## src/rtl/i2cm_pkg.sv

```systemverilog
package i2cm_pkg;
  localparam int REG_AW   = 5;
  localparam int DW       = 8;
  localparam int NUM_REGS = 18;
  localparam int BUS_AW   = 7;

  localparam logic [REG_AW-1:0] OFF_MDATA  = 5'd0;
  localparam logic [REG_AW-1:0] OFF_SDATA  = 5'd2;
  localparam logic [REG_AW-1:0] OFF_LADR   = 5'd4;
  localparam logic [REG_AW-1:0] OFF_HADR   = 5'd5;
  localparam logic [REG_AW-1:0] OFF_CTRL   = 5'd6;
  localparam logic [REG_AW-1:0] OFF_MODE   = 5'd7;
  localparam logic [REG_AW-1:0] OFF_STAT   = 5'd8;
  localparam logic [REG_AW-1:0] OFF_XSTAT  = 5'd9;
  localparam logic [REG_AW-1:0] OFF_SLADR  = 5'd10;
  localparam logic [REG_AW-1:0] OFF_SHADR  = 5'd11;
  localparam logic [REG_AW-1:0] OFF_CDIV   = 5'd12;
  localparam logic [REG_AW-1:0] OFF_IMASK  = 5'd13;
  localparam logic [REG_AW-1:0] OFF_COUNT  = 5'd14;
  localparam logic [REG_AW-1:0] OFF_XCTL   = 5'd15;
  localparam logic [REG_AW-1:0] OFF_DIRECT = 5'd16;
  localparam logic [REG_AW-1:0] OFF_INTR   = 5'd17;

  localparam int CT_PT   = 0;
  localparam int CT_RD   = 1;
  localparam int SB_PT   = 0;
  localparam int SB_ERR  = 2;
  localparam int SB_MDBS = 5;
  localparam int XB_ABRT = 0;

  localparam logic [DW-1:0] STAT_W1C  = 8'h0A;
  localparam logic [DW-1:0] XSTAT_W1C = 8'h8F;
  localparam logic [DW-1:0] MODE_MASK = 8'hDF;
  localparam logic [DW-1:0] CNT_MASK  = 8'h77;
  localparam logic [DW-1:0] DIR_MASK  = 8'h07;
  localparam logic [DW-1:0] NO_DATA   = 8'hFF;

  typedef enum logic [1:0] {
    OP_START = 2'd0,
    OP_SEND  = 2'd1,
    OP_RECV  = 2'd2,
    OP_STOP  = 2'd3
  } bus_op_t;

  typedef enum logic [3:0] {
    SQ_IDLE, SQ_WSTART, SQ_SEND, SQ_SSTOP, SQ_ASTOP,
    SQ_CSTOP, SQ_RSTART, SQ_RECV, SQ_RSTOP
  } seq_t;

  function automatic logic [DW-1:0] reset_val(input int idx);
    if (idx == int'(OFF_XSTAT))       return 8'h8F;
    else if (idx == int'(OFF_DIRECT)) return 8'h0F;
    else                              return '0;
  endfunction
endpackage

```

## src/rtl/i2cm_readmux.sv

```systemverilog
module i2cm_readmux
  import i2cm_pkg::*;
(
  input  logic [NUM_REGS-1:0][DW-1:0] rf,
  input  logic [REG_AW-1:0]           addr,
  output logic [DW-1:0]               q
);
  localparam logic [REG_AW-1:0] LAST = REG_AW'(NUM_REGS - 1);

  always_comb begin
    q = '0;
    if (addr <= LAST && addr != 5'd1 && addr != 5'd3)
      q = rf[addr];
  end
endmodule

```

## src/rtl/i2cm_wmask.sv

```systemverilog
module i2cm_wmask
  import i2cm_pkg::*;
(
  input  logic [REG_AW-1:0] addr,
  input  logic [DW-1:0]     wdata,
  input  logic [DW-1:0]     stat,
  input  logic [DW-1:0]     xstat,
  output logic              st_en,
  output logic [DW-1:0]     st_val
);
  always_comb begin
    st_en  = 1'b1;
    st_val = wdata;
    case (addr)
      OFF_SDATA, OFF_HADR, OFF_SLADR, OFF_SHADR,
      OFF_CDIV, OFF_IMASK, OFF_INTR: st_val = wdata;
      OFF_MODE:   st_val = wdata & MODE_MASK;
      OFF_COUNT:  st_val = wdata & CNT_MASK;
      OFF_DIRECT: st_val = wdata & DIR_MASK;
      OFF_STAT:   st_val = stat & ~(wdata & STAT_W1C);
      OFF_XSTAT:  st_val = xstat & ~(wdata & XSTAT_W1C);
      default:    st_en  = 1'b0;
    endcase
  end
endmodule

```

## src/rtl/i2cm_regfront.sv

```systemverilog
module i2cm_regfront
  import i2cm_pkg::*;
(
  input  logic              clk,
  input  logic              rst,
  input  logic              reg_sel,
  input  logic              reg_we,
  input  logic [REG_AW-1:0] reg_addr,
  input  logic [DW-1:0]     reg_wdata,
  output logic [DW-1:0]     reg_rdata,
  output logic              reg_ready,
  output logic              eng_req,
  output logic [1:0]        eng_op,
  output logic [BUS_AW-1:0] eng_addr,
  output logic              eng_rnw,
  output logic [DW-1:0]     eng_wdata,
  input  logic              eng_done,
  input  logic              eng_ack,
  input  logic [DW-1:0]     eng_rdata
);
  logic [NUM_REGS-1:0][DW-1:0] rf;
  seq_t    state;
  logic    active;
  logic    ready_q;
  logic [DW-1:0] rdata_q;
  logic    req_q;
  bus_op_t op_q;
  logic [BUS_AW-1:0] addr_q;
  logic    rnw_q;
  logic [DW-1:0] wd_q;

  logic [DW-1:0] stat_w, xstat_w, ctrl_w, mux_q, st_val;
  logic          st_en, mdbs;

  assign stat_w  = rf[OFF_STAT];
  assign xstat_w = rf[OFF_XSTAT];
  assign ctrl_w  = rf[OFF_CTRL];
  assign mdbs    = stat_w[SB_MDBS];

  i2cm_readmux u_rmux (.rf(rf), .addr(reg_addr), .q(mux_q));

  i2cm_wmask u_wmask (
    .addr(reg_addr), .wdata(reg_wdata), .stat(stat_w), .xstat(xstat_w),
    .st_en(st_en), .st_val(st_val)
  );

  always_ff @(posedge clk) begin
    if (rst) begin
      state   <= SQ_IDLE;
      active  <= 1'b0;
      ready_q <= 1'b0;
      rdata_q <= '0;
      req_q   <= 1'b0;
      op_q    <= OP_START;
      addr_q  <= '0;
      rnw_q   <= 1'b0;
      wd_q    <= '0;
      for (int i = 0; i < NUM_REGS; i++) rf[i] <= reset_val(i);
    end else begin
      ready_q <= 1'b0;
      if (eng_done) req_q <= 1'b0;
      case (state)
        SQ_IDLE: begin
          if (reg_sel && !ready_q) begin
            if (reg_we) begin
              if (st_en) rf[reg_addr] <= st_val;
              case (reg_addr)
                OFF_MDATA: begin
                  rf[OFF_MDATA] <= reg_wdata;
                  wd_q  <= reg_wdata;
                  req_q <= 1'b1;
                  if (!active) begin
                    op_q   <= OP_START;
                    rnw_q  <= 1'b0;
                    addr_q <= rf[OFF_LADR][7:1];
                    state  <= SQ_WSTART;
                  end else begin
                    op_q  <= OP_SEND;
                    state <= SQ_SEND;
                  end
                end
                OFF_LADR: begin
                  rf[OFF_LADR] <= reg_wdata;
                  if (active) begin
                    req_q <= 1'b1;
                    op_q  <= OP_STOP;
                    state <= SQ_ASTOP;
                  end else begin
                    ready_q <= 1'b1;
                  end
                end
                OFF_CTRL: begin
                  rf[OFF_CTRL] <= reg_wdata;
                  if (reg_wdata[CT_PT] && reg_wdata[CT_RD]) begin
                    req_q <= 1'b1;
                    if (active) begin
                      rf[OFF_STAT][SB_PT] <= 1'b0;
                      op_q  <= OP_STOP;
                      state <= SQ_CSTOP;
                    end else begin
                      op_q   <= OP_START;
                      rnw_q  <= 1'b1;
                      addr_q <= rf[OFF_LADR][7:1];
                      state  <= SQ_RSTART;
                    end
                  end else begin
                    if (reg_wdata[CT_PT]) rf[OFF_STAT][SB_PT] <= 1'b0;
                    ready_q <= 1'b1;
                  end
                end
                OFF_XCTL: begin
                  if (reg_wdata[0]) begin
                    for (int i = 0; i < NUM_REGS; i++) rf[i] <= reset_val(i);
                  end else begin
                    rf[OFF_XCTL] <= reg_wdata;
                  end
                  ready_q <= 1'b1;
                end
                default: ready_q <= 1'b1;
              endcase
            end else begin
              if (reg_addr == OFF_MDATA) begin
                if (!mdbs) begin
                  rdata_q <= NO_DATA;
                  ready_q <= 1'b1;
                end else begin
                  req_q <= 1'b1;
                  op_q  <= OP_RECV;
                  state <= SQ_RECV;
                end
              end else begin
                rdata_q <= mux_q;
                ready_q <= 1'b1;
              end
            end
          end
        end
        SQ_WSTART: if (eng_done) begin
          if (eng_ack) begin
            active <= 1'b1;
            rf[OFF_STAT][SB_PT]  <= 1'b1;
            rf[OFF_STAT][SB_ERR] <= 1'b0;
            rf[OFF_XSTAT] <= '0;
            req_q <= 1'b1;
            op_q  <= OP_SEND;
            state <= SQ_SEND;
          end else begin
            rf[OFF_STAT][SB_PT]     <= 1'b0;
            rf[OFF_STAT][SB_ERR]    <= 1'b1;
            rf[OFF_XSTAT][XB_ABRT]  <= 1'b1;
            ready_q <= 1'b1;
            state   <= SQ_IDLE;
          end
        end
        SQ_SEND: if (eng_done) begin
          if (eng_ack) begin
            ready_q <= 1'b1;
            state   <= SQ_IDLE;
          end else begin
            rf[OFF_STAT][SB_PT]    <= 1'b0;
            rf[OFF_STAT][SB_ERR]   <= 1'b1;
            rf[OFF_XSTAT][XB_ABRT] <= 1'b1;
            req_q <= 1'b1;
            op_q  <= OP_STOP;
            state <= SQ_SSTOP;
          end
        end
        SQ_SSTOP, SQ_ASTOP: if (eng_done) begin
          active  <= 1'b0;
          ready_q <= 1'b1;
          state   <= SQ_IDLE;
        end
        SQ_CSTOP, SQ_RSTOP: if (eng_done) begin
          active <= 1'b0;
          req_q  <= 1'b1;
          op_q   <= OP_START;
          rnw_q  <= 1'b1;
          addr_q <= rf[OFF_LADR][7:1];
          state  <= SQ_RSTART;
        end
        SQ_RSTART: if (eng_done) begin
          if (eng_ack) begin
            active <= 1'b1;
            rf[OFF_STAT][SB_MDBS] <= 1'b1;
            rf[OFF_STAT][SB_ERR]  <= 1'b0;
            rf[OFF_XSTAT] <= '0;
          end else begin
            rf[OFF_STAT][SB_PT]    <= 1'b0;
            rf[OFF_STAT][SB_ERR]   <= 1'b1;
            rf[OFF_XSTAT][XB_ABRT] <= 1'b1;
          end
          ready_q <= 1'b1;
          state   <= SQ_IDLE;
        end
        SQ_RECV: if (eng_done) begin
          rdata_q <= eng_ack ? eng_rdata : NO_DATA;
          rf[OFF_CTRL][5:4] <= ctrl_w[5:4] - 2'd1;
          if (ctrl_w[5:4] == 2'd0) begin
            rf[OFF_STAT][SB_MDBS] <= 1'b0;
            ready_q <= 1'b1;
            state   <= SQ_IDLE;
          end else if (active) begin
            req_q <= 1'b1;
            op_q  <= OP_STOP;
            state <= SQ_RSTOP;
          end else begin
            req_q  <= 1'b1;
            op_q   <= OP_START;
            rnw_q  <= 1'b1;
            addr_q <= rf[OFF_LADR][7:1];
            state  <= SQ_RSTART;
          end
        end
        default: state <= SQ_IDLE;
      endcase
    end
  end

  assign reg_rdata = rdata_q;
  assign reg_ready = ready_q;
  assign eng_req   = req_q;
  assign eng_op    = op_q;
  assign eng_addr  = addr_q;
  assign eng_rnw   = rnw_q;
  assign eng_wdata = wd_q;
endmodule

```

## config.mk

```make
export PLATFORM = sky130hd
export DESIGN_NAME = i2cm_regfront
export DESIGN_NICKNAME = d
export VERILOG_FILES = /design/src/rtl/i2cm_pkg.sv /design/src/rtl/i2cm_readmux.sv /design/src/rtl/i2cm_wmask.sv /design/src/rtl/i2cm_regfront.sv
export SDC_FILE = /design/constraint.sdc
export NUM_CORES = 1
export LEC_CHECK = 0
export BUFFER_PORTS_ARGS = -buffer_cell sky130_fd_sc_hd__buf_4
export CAP_MARGIN = 20
export CORE_MARGIN = 1.5
export CORE_UTILIZATION = 56
export CTS_CLUSTER_DIAMETER = 40
export DETAILED_ROUTE_END_ITERATION = 6
export PLACE_DENSITY = 0.88
export SYNTH_ARGS = -nofsm -noshare
export SYNTH_HDL_FRONTEND = slang
export SYNTH_HIERARCHICAL = 1
export SYNTH_SLANG_ARGS = --single-unit
```

## constraint.sdc

```tcl
create_clock -name clk -period 3 [get_ports clk]
set_input_delay 0.45 -clock clk [delete_from_list [all_inputs] [get_ports clk]]
set_output_delay 0.45 -clock clk [all_outputs]
set_load 0.01 [all_outputs]
```

==> impl_metrics.tcl, run 1 <==
set metrics [dict create \
    tritoncts.num_buffers 17 \
    synth_compound_area_share_pct 14.3 \
    grt_pass1_wl_um 43800 \
    place_hpwl_um 18700 \
    rsz0062_at_grt "false" \
    area_growth_syn_to_layout_pct 12.7 \
    dominant_combinational_cell_family_by_area_after_synthesis "multiplexers" \
    commonest_register_cell_after_synthesis "dfxtp_1" \
    layout.core_utilization_pct 64.6 \
    first_global_vias 8036 \
    hold_buffers 0 \
    yosysSeqAreaShare_pct 37.4 \
    worst_r2r_startpoint "state[0]" \
    antenna_found_initial 0 \
    cts_tree "yes" \
    cellPowerDensity_nw_per_um2 607 \
    first_iter_violations 1112 \
    setup_viol 0 \
    yosysWarnings 6 \
    outcome "finished clean" \
    power.switching_uw 2030 \
    routability_congestion_estimate 0.995 \
    critPathLaunch "state[0]" \
    numPortBuffers 54 \
    proportion_of_layout_cells_with_a_drive_suffix_above_1_pct 18.6 \
    detail_route.drc_violations 0 \
    cts.repair_timing.setup_buffer_count 0 \
    max_freq_ghz 0.394 \
    first_pass_iters 7 \
    synthArstFlopShare_pct 0 \
    sequentialPowerShare_pct 39.7 \
    max_cap_viol_count 0 \
    worstReg2RegEnd "rf[102]" \
    placement_row_count 47 \
    ff2ff_path_depth 6 \
    synth.net_count 1048 \
    grt_util_all_layers_pct 31.8 \
    routed_wirelength_um 27400 \
    htreeDepth 4 \
    crit_start_category "register" \
    clock_skew_ps 10.4 \
    min_period_ps 2540 \
    drtAntennaViolNets 0 \
    ff2ff_setup_slack_ps 460 \
    critical_path_required_time_ps 3320 \
    end_of_the_critical_path "rf[102]" \
    insertedDiodeCount 0 \
    synth.area.mux_share_pct 22.5 \
    netlist-cell-type-count 77 \
    finalHoldViolations 0 \
    critPathKind "register to register" \
    timing.final.max_slew_violations 0 \
    basic_gate_share_of_the_synthesized_area_counting_and_or_nand_and_nor_cells_pct 20.4 \
    fillerInstances 1288 \
    synth_xor_area_share_pct 0 \
    cts-root-to-sink-buffers 2 \
    cts.root.buffer_cell "clkbuf_16" \
    intPower_uw 4450 \
    grt_overflow 0 \
    post_drt_wl_per_cell_um 21.3 \
    max-vdd-ir-drop_uv 573 \
    max_slew_margin_pct 29.7 \
    fin_setup_tns_ps 0 \
    synth_seq_cells 177 \
    post_drt_via_cell_ratio 6.41 \
    timing_worst_slew_pin_value_ps 1040 \
    sw_frac_of_total_pct 31.3 \
    path_clk_slew_ps 70 \
    synthAdderAreaFrac_pct 0.132 \
    core_region_area_um2 16500 \
    pin_count_of_the_biggest_net_entering_global_routing 71 \
    worst_hold_path_type "input pin to register" \
    syn-mean-instance-area_um2 9.28 \
    num_io_pins 55 \
    synth-edff-count 0 \
    floorplan.die.height_um 133 \
    detailroute.via_count 8256 \
    postSynthCellCount 1020 \
    initial_utilization_pct 57.3 \
    fin_crit_sh_pct 84.7 \
    netlist_area_um2 9470 \
    crit_arrival_ps 2860 \
    clock-sinks 177 \
    die_w_um 133 \
    final_nets 1083 \
    cp-end-kind "register" \
    p_leak_uw 0.00402 \
    critical_path_peak_fanout 8 \
    power.share.clock_pct 37.0 \
    combPwrFrac_pct 23.3 \
    cts.repair.resized 0 \
    insertion_delay_ps 450 \
    floorplan.die_area_um2 17700 \
]
[critical path: stages, from the launching register on]
cell and delay (ps):
dfxtp_1 310, or4_1 720, nor2_8 270, and3_1 290
and2_1 480, mux2i_1 280, nor2_1 60
[cell type report]
| type | instances | area (um2) | share of cell area (%) |
|---|---|---|---|
| clock buffers | 18 | 429 | 4.02 |
| clock inverters | 13 | 198 | 1.85 |
| inverters | 17 | 63.8 | 0.598 |
| multi-input cells | 748 | 5430 | 50.9 |
| flip-flops and latches | 177 | 3540 | 33.2 |
| well taps | 220 | 275 | 2.58 |
| repair buffers | 94 | 731 | 6.85 |
[placed cells by master, fill, tap and decap left out, types with 5 or more instances in the layout]
cell type,count
nand2_1,80
nand3b_1,15
a222oi_1,6
nand3_1,25
nor3_1,12
nand2b_1,6
nor2b_1,10
buf_4,92
and3_1,6
dfxtp_1,177
a31oi_1,6
nor2_1,162
a22oi_1,6
o211ai_1,5
a21oi_1,64
mux4_2,30
a32oi_1,5
o22ai_1,14
mux2i_1,142
a211oi_1,28
o21ai_0,25
nor3b_1,7
clkbuf_16,17
inv_1,16
nor3_4,6
[stage by stage]
step,power [uW],worst slack [ps],hold WS (ps),area (um2),cells
CTS,6450,499,329,10700,1287
detailed placement,4070,297,450,10000,1256
floorplan,3630,187,429,9470,1020
finish,6480,460,344,10700,1287
global route,6720,390,331,10700,1287
global placement,4060,380,441,10000,1256
[per-layer routing]
layer  global-route usage (%)  share of wire, %  vias to the layer above
li1                         -                 -                     3779
met2                     50.1                46                      444
met3                     8.58                10                       88
met5                        0                 0                        -
met1                     41.2                40                     3945
met4                     14.1               3.9                        0
[Yosys cell counts, drive strengths merged, types with 3 or more instances]
cell type,number,share of area (%)
dfxtp,177,37
nor2,169,7.6
mux2i,142,15
nand2,82,3.3
a21oi,67,3.7
clkbuf,40,1.6
buf,38,3.0
mux4,30,7.1
a211oi,28,2.2
nand3,27,1.5
o21ai,26,1.4
nor3,22,2.1
inv,16,0.63
nand3b,16,1.3
o22ai,14,0.93
nor2b,11,0.81
nor3b,8,0.69
a21o,6,0.49
a222oi,6,0.63
a22oi,6,0.48
a31oi,6,0.40
and3,6,0.40
nand2b,6,0.40
a32oi,5,0.46
nor4,5,0.49
o211ai,5,0.40
a211o,4,0.37
o2bb2ai,4,0.57
or3b,4,0.40
and3b,3,0.28
mux2,3,0.36
o21a,3,0.24
o21bai,3,0.24
[state kept, by name, summed over array words and instances (netlist names)]
register / count
active: 1
ctrl_w: 8
eng_addr: 7
eng_op: 2
eng_req: 1
eng_rnw: 1
eng_wdata: 8
reg_rdata: 8
reg_ready: 1
rf: 120
stat_w: 8
state: 4
xstat_w: 8
[power by group through the flow]
stage               logic (uW)  registers (uW)  clock network [uW]
CTS                       1470            2570                2420
floorplan                 1030            2610                   0
finish                    1510            2570                2400
global route              1610            2580                2520
detailed placement        1450            2620                   0
global placement          1440            2620                   0
[kinds of logic (layout without fill, tap and decap cells)]
logic type,count (synthesis),count (layout)
multiplexers,175,175
flip-flops,177,177
AO/OA/AOI/OAI,202,202
AND/OR/NAND/NOR,370,370
adder cells (fa/ha/maj),1,1
buffers and inverters,95,142
[worst min path at each step]
stage | depth (start not counted) | endpoint | slack, ps | startpoint
final | 3 | reg_rdata[0] | 340 | eng_rdata[0]
after global routing | 3 | eng_wdata[5] | 330 | reg_wdata[5]
after CTS | 3 | eng_wdata[6] | 330 | reg_wdata[6]
after detailed placement | 2 | rf[127] | 450 | rf[127]
after global placement | 2 | rf[122] | 440 | rf[122]
after floorplan | 2 | rf[121] | 430 | rf[121]
Power figures use the tool's default switching activity.
==> inputs of run 2 (changes only) <==
Settings changed: CORE_UTILIZATION 56 to 61, PLACE_DENSITY 0.88 to 0.91.
Clock period 3 ns to 2.55 ns, I/O delays scaled along.
==> run 2 against run 1 <==
Against the previous run: register-to-register slack worse by 330 ps; via count up 4.6%; critical path depth up 1; clock-buffer cell count down 1; first-iteration DRC count up 22%; final cell count down 1.2%; largest cell class unchanged; critical endpoint is now rf[1]; design area up 1.1%; highest routed layer unchanged; power up 16%; global-route usage up 3.6 points.
==> impl_metrics.tcl, run 2 (synthesis results as in run 1) <==
set metrics [dict create \
    setup_viol 0 \
    detail_route.drc_violations 0 \
    place_hpwl_um 19100 \
    rsz0062_at_grt "false" \
    insertedDiodeCount 0 \
    fin_crit_sh_pct 94.8 \
    pre_cts_ws_ps 201 \
    final_nets 1099 \
    critPathKind "register to register" \
    min_period_ps 2420 \
    path_clk_slew_ps 80 \
    worst_r2r_startpoint "state[3]" \
    cts_tree "yes" \
    post_drt_via_cell_ratio 6.79 \
    detailroute.via_count 8633 \
    tritoncts.num_buffers 17 \
    ff2ff_path_depth 7 \
    final_cell_mix "dfxtp_1 (177), nor2_1 (161), mux2i_1 (142)" \
    cellPowerDensity_nw_per_um2 698 \
    grt_pass1_wl_um 44400 \
    clock_skew_ps 10.1 \
    largest-register "rf" \
    insertion_delay_ps 450 \
    routability_congestion_estimate 0.961 \
    area_growth_syn_to_layout_pct 13.9 \
    timing.critical_path.cells "buf_4 -> buf_4 -> nor4_4 -> nand2_2 -> buf_4 -> a21oi_1 -> a211oi_1" \
    floorplan.die_area_um2 16300 \
    ff2ff_setup_slack_ps 130 \
    regArea_um2 3540 \
    grt_util_all_layers_pct 35.4 \
    p_leak_uw 0.00411 \
    fin_setup_tns_ps 0 \
    cts.repair.resized 0 \
    cts-root-to-sink-buffers 2 \
    outcome "finished clean" \
    timing_worst_slew_pin_value_ps 855 \
    proportion_of_layout_cells_with_a_drive_suffix_above_1_pct 20.2 \
    cp-end-kind "register" \
    timing.final.max_slew_violations 0 \
    crit_start_category "register" \
    antenna_found_initial 0 \
    first_global_vias 8293 \
    cts.repair_timing.setup_buffer_count 0 \
    flip_flop_count_of_the_largest_register_after_layout 120 \
    hold_buffers 0 \
    slowest_stage "a21oi_1" \
    finalWorstSetupSlack_ps 131 \
    pin_count_of_the_biggest_net_entering_global_routing 81 \
    first_pass_iters 6 \
    die_w_um 128 \
    max_freq_ghz 0.413 \
    num_io_pins 55 \
    post_drt_wl_per_cell_um 22.3 \
    min_delay_worst_endpoint "eng_wdata[3]" \
    floorplan.die.height_um 128 \
    max_slew_margin_pct 43.0 \
    routed_wirelength_um 28400 \
    worst_hold_path_type "input pin to register" \
    max-vdd-ir-drop_uv 626 \
    finalHoldViolations 0 \
    crit_arrival_ps 2690 \
    min_from "reg_wdata[3]" \
    worstReg2RegEnd "rf[1]" \
    fillerInstances 1088 \
    numPortBuffers 54 \
    cts.root.buffer_cell "clkbuf_16" \
    clock-sinks 177 \
    initial_utilization_pct 62.3 \
    worst_path_most_repeated_cell "buf_4" \
    max_cap_viol_count 0 \
    core_region_area_um2 15200 \
    first_iter_violations 1362 \
    multi_input_area_um2 5450 \
    grt_overflow 0 \
    most_common_cell_after_layout_fill_and_taps_aside "dfxtp_1" \
    placement_row_count 45 \
    hold_depth 3 \
    htreeDepth 4 \
    drtAntennaViolNets 0 \
    critical_path_peak_fanout 17 \
    critical_path_required_time_ps 2820 \
    max_stage_delay_ps 680 \
]
[run 2: cell count changes in the layout (fill, tap and decap cells not counted), sizes merged]
cell      delta
bufinv       -3
clkinv       +4
clkbuf       -1
inv          +2
buf         +16
clkinvlp     -1
[run 2: area by class of cell]
class | instances | share of cell area, %
Tap cell | 188 | 2.18
Timing Repair Buffer | 110 | 8.12
Multi-Input combinational cell | 748 | 50.5
Clock inverter | 15 | 1.75
Sequential cell | 177 | 32.9
Clock buffer | 17 | 3.95
Inverter | 17 | 0.592
[run 2: through the flow]
| step | hold slack (ps) | util (%) | area [um2] | cells | total power [uW] |
|---|---|---|---|---|---|
| floorplan | 429 | - | 9490 | 1020 | 4280 |
| CTS | 258 | 70.9 | 10800 | 1272 | 7480 |
| global placement | 438 | 66.9 | 10200 | 1240 | 4780 |
| detailed placement | 450 | 66.9 | 10200 | 1240 | 4820 |
| finish | 270 | 70.9 | 10800 | 1272 | 7530 |
| global route | 269 | 70.9 | 10800 | 1272 | 7780 |
[run 2: how the worst max path moves through the flow]
stage                start        end  slack, ps  cells after the start
2_1_floorplan  reg_addr[0]  stat_w[7]        100                     11
3_3_place_gp   reg_addr[2]  eng_op[0]        240                      6
6_report          state[3]      rf[1]        130                      7
3_5_place_dp   reg_addr[2]  eng_op[0]        200                      6
4_1_cts           state[0]      rf[1]        160                      6
5_1_grt           state[0]    rf[125]         90                      6
[run 2: power by group]
group / internal [uW] / switching [uW]
Clock: 1420 / 1290
Combinational: 700 / 1100
Sequential: 2900 / 128
Total: 5010 / 2510
[run 2: worst max-delay path, delay by kind of cell (launching register included)]
kind                   cells  cell delay [ps]
flip-flops                 1              310
AND/OR/NAND/NOR            2              350
buffers and inverters      3              620
AO/OA/AOI/OAI              2              950
[run 2: layer usage]
metal | wire length [um] | GRT usage, % | up-vias
li1 | - | - | 3809
met1 | 10900 | 46.1 | 4082
met2 | 12900 | 55.7 | 637
met3 | 3240 | 8.33 | 105
met4 | 1240 | 17.0 | 0
met5 | 0 | 0 | -
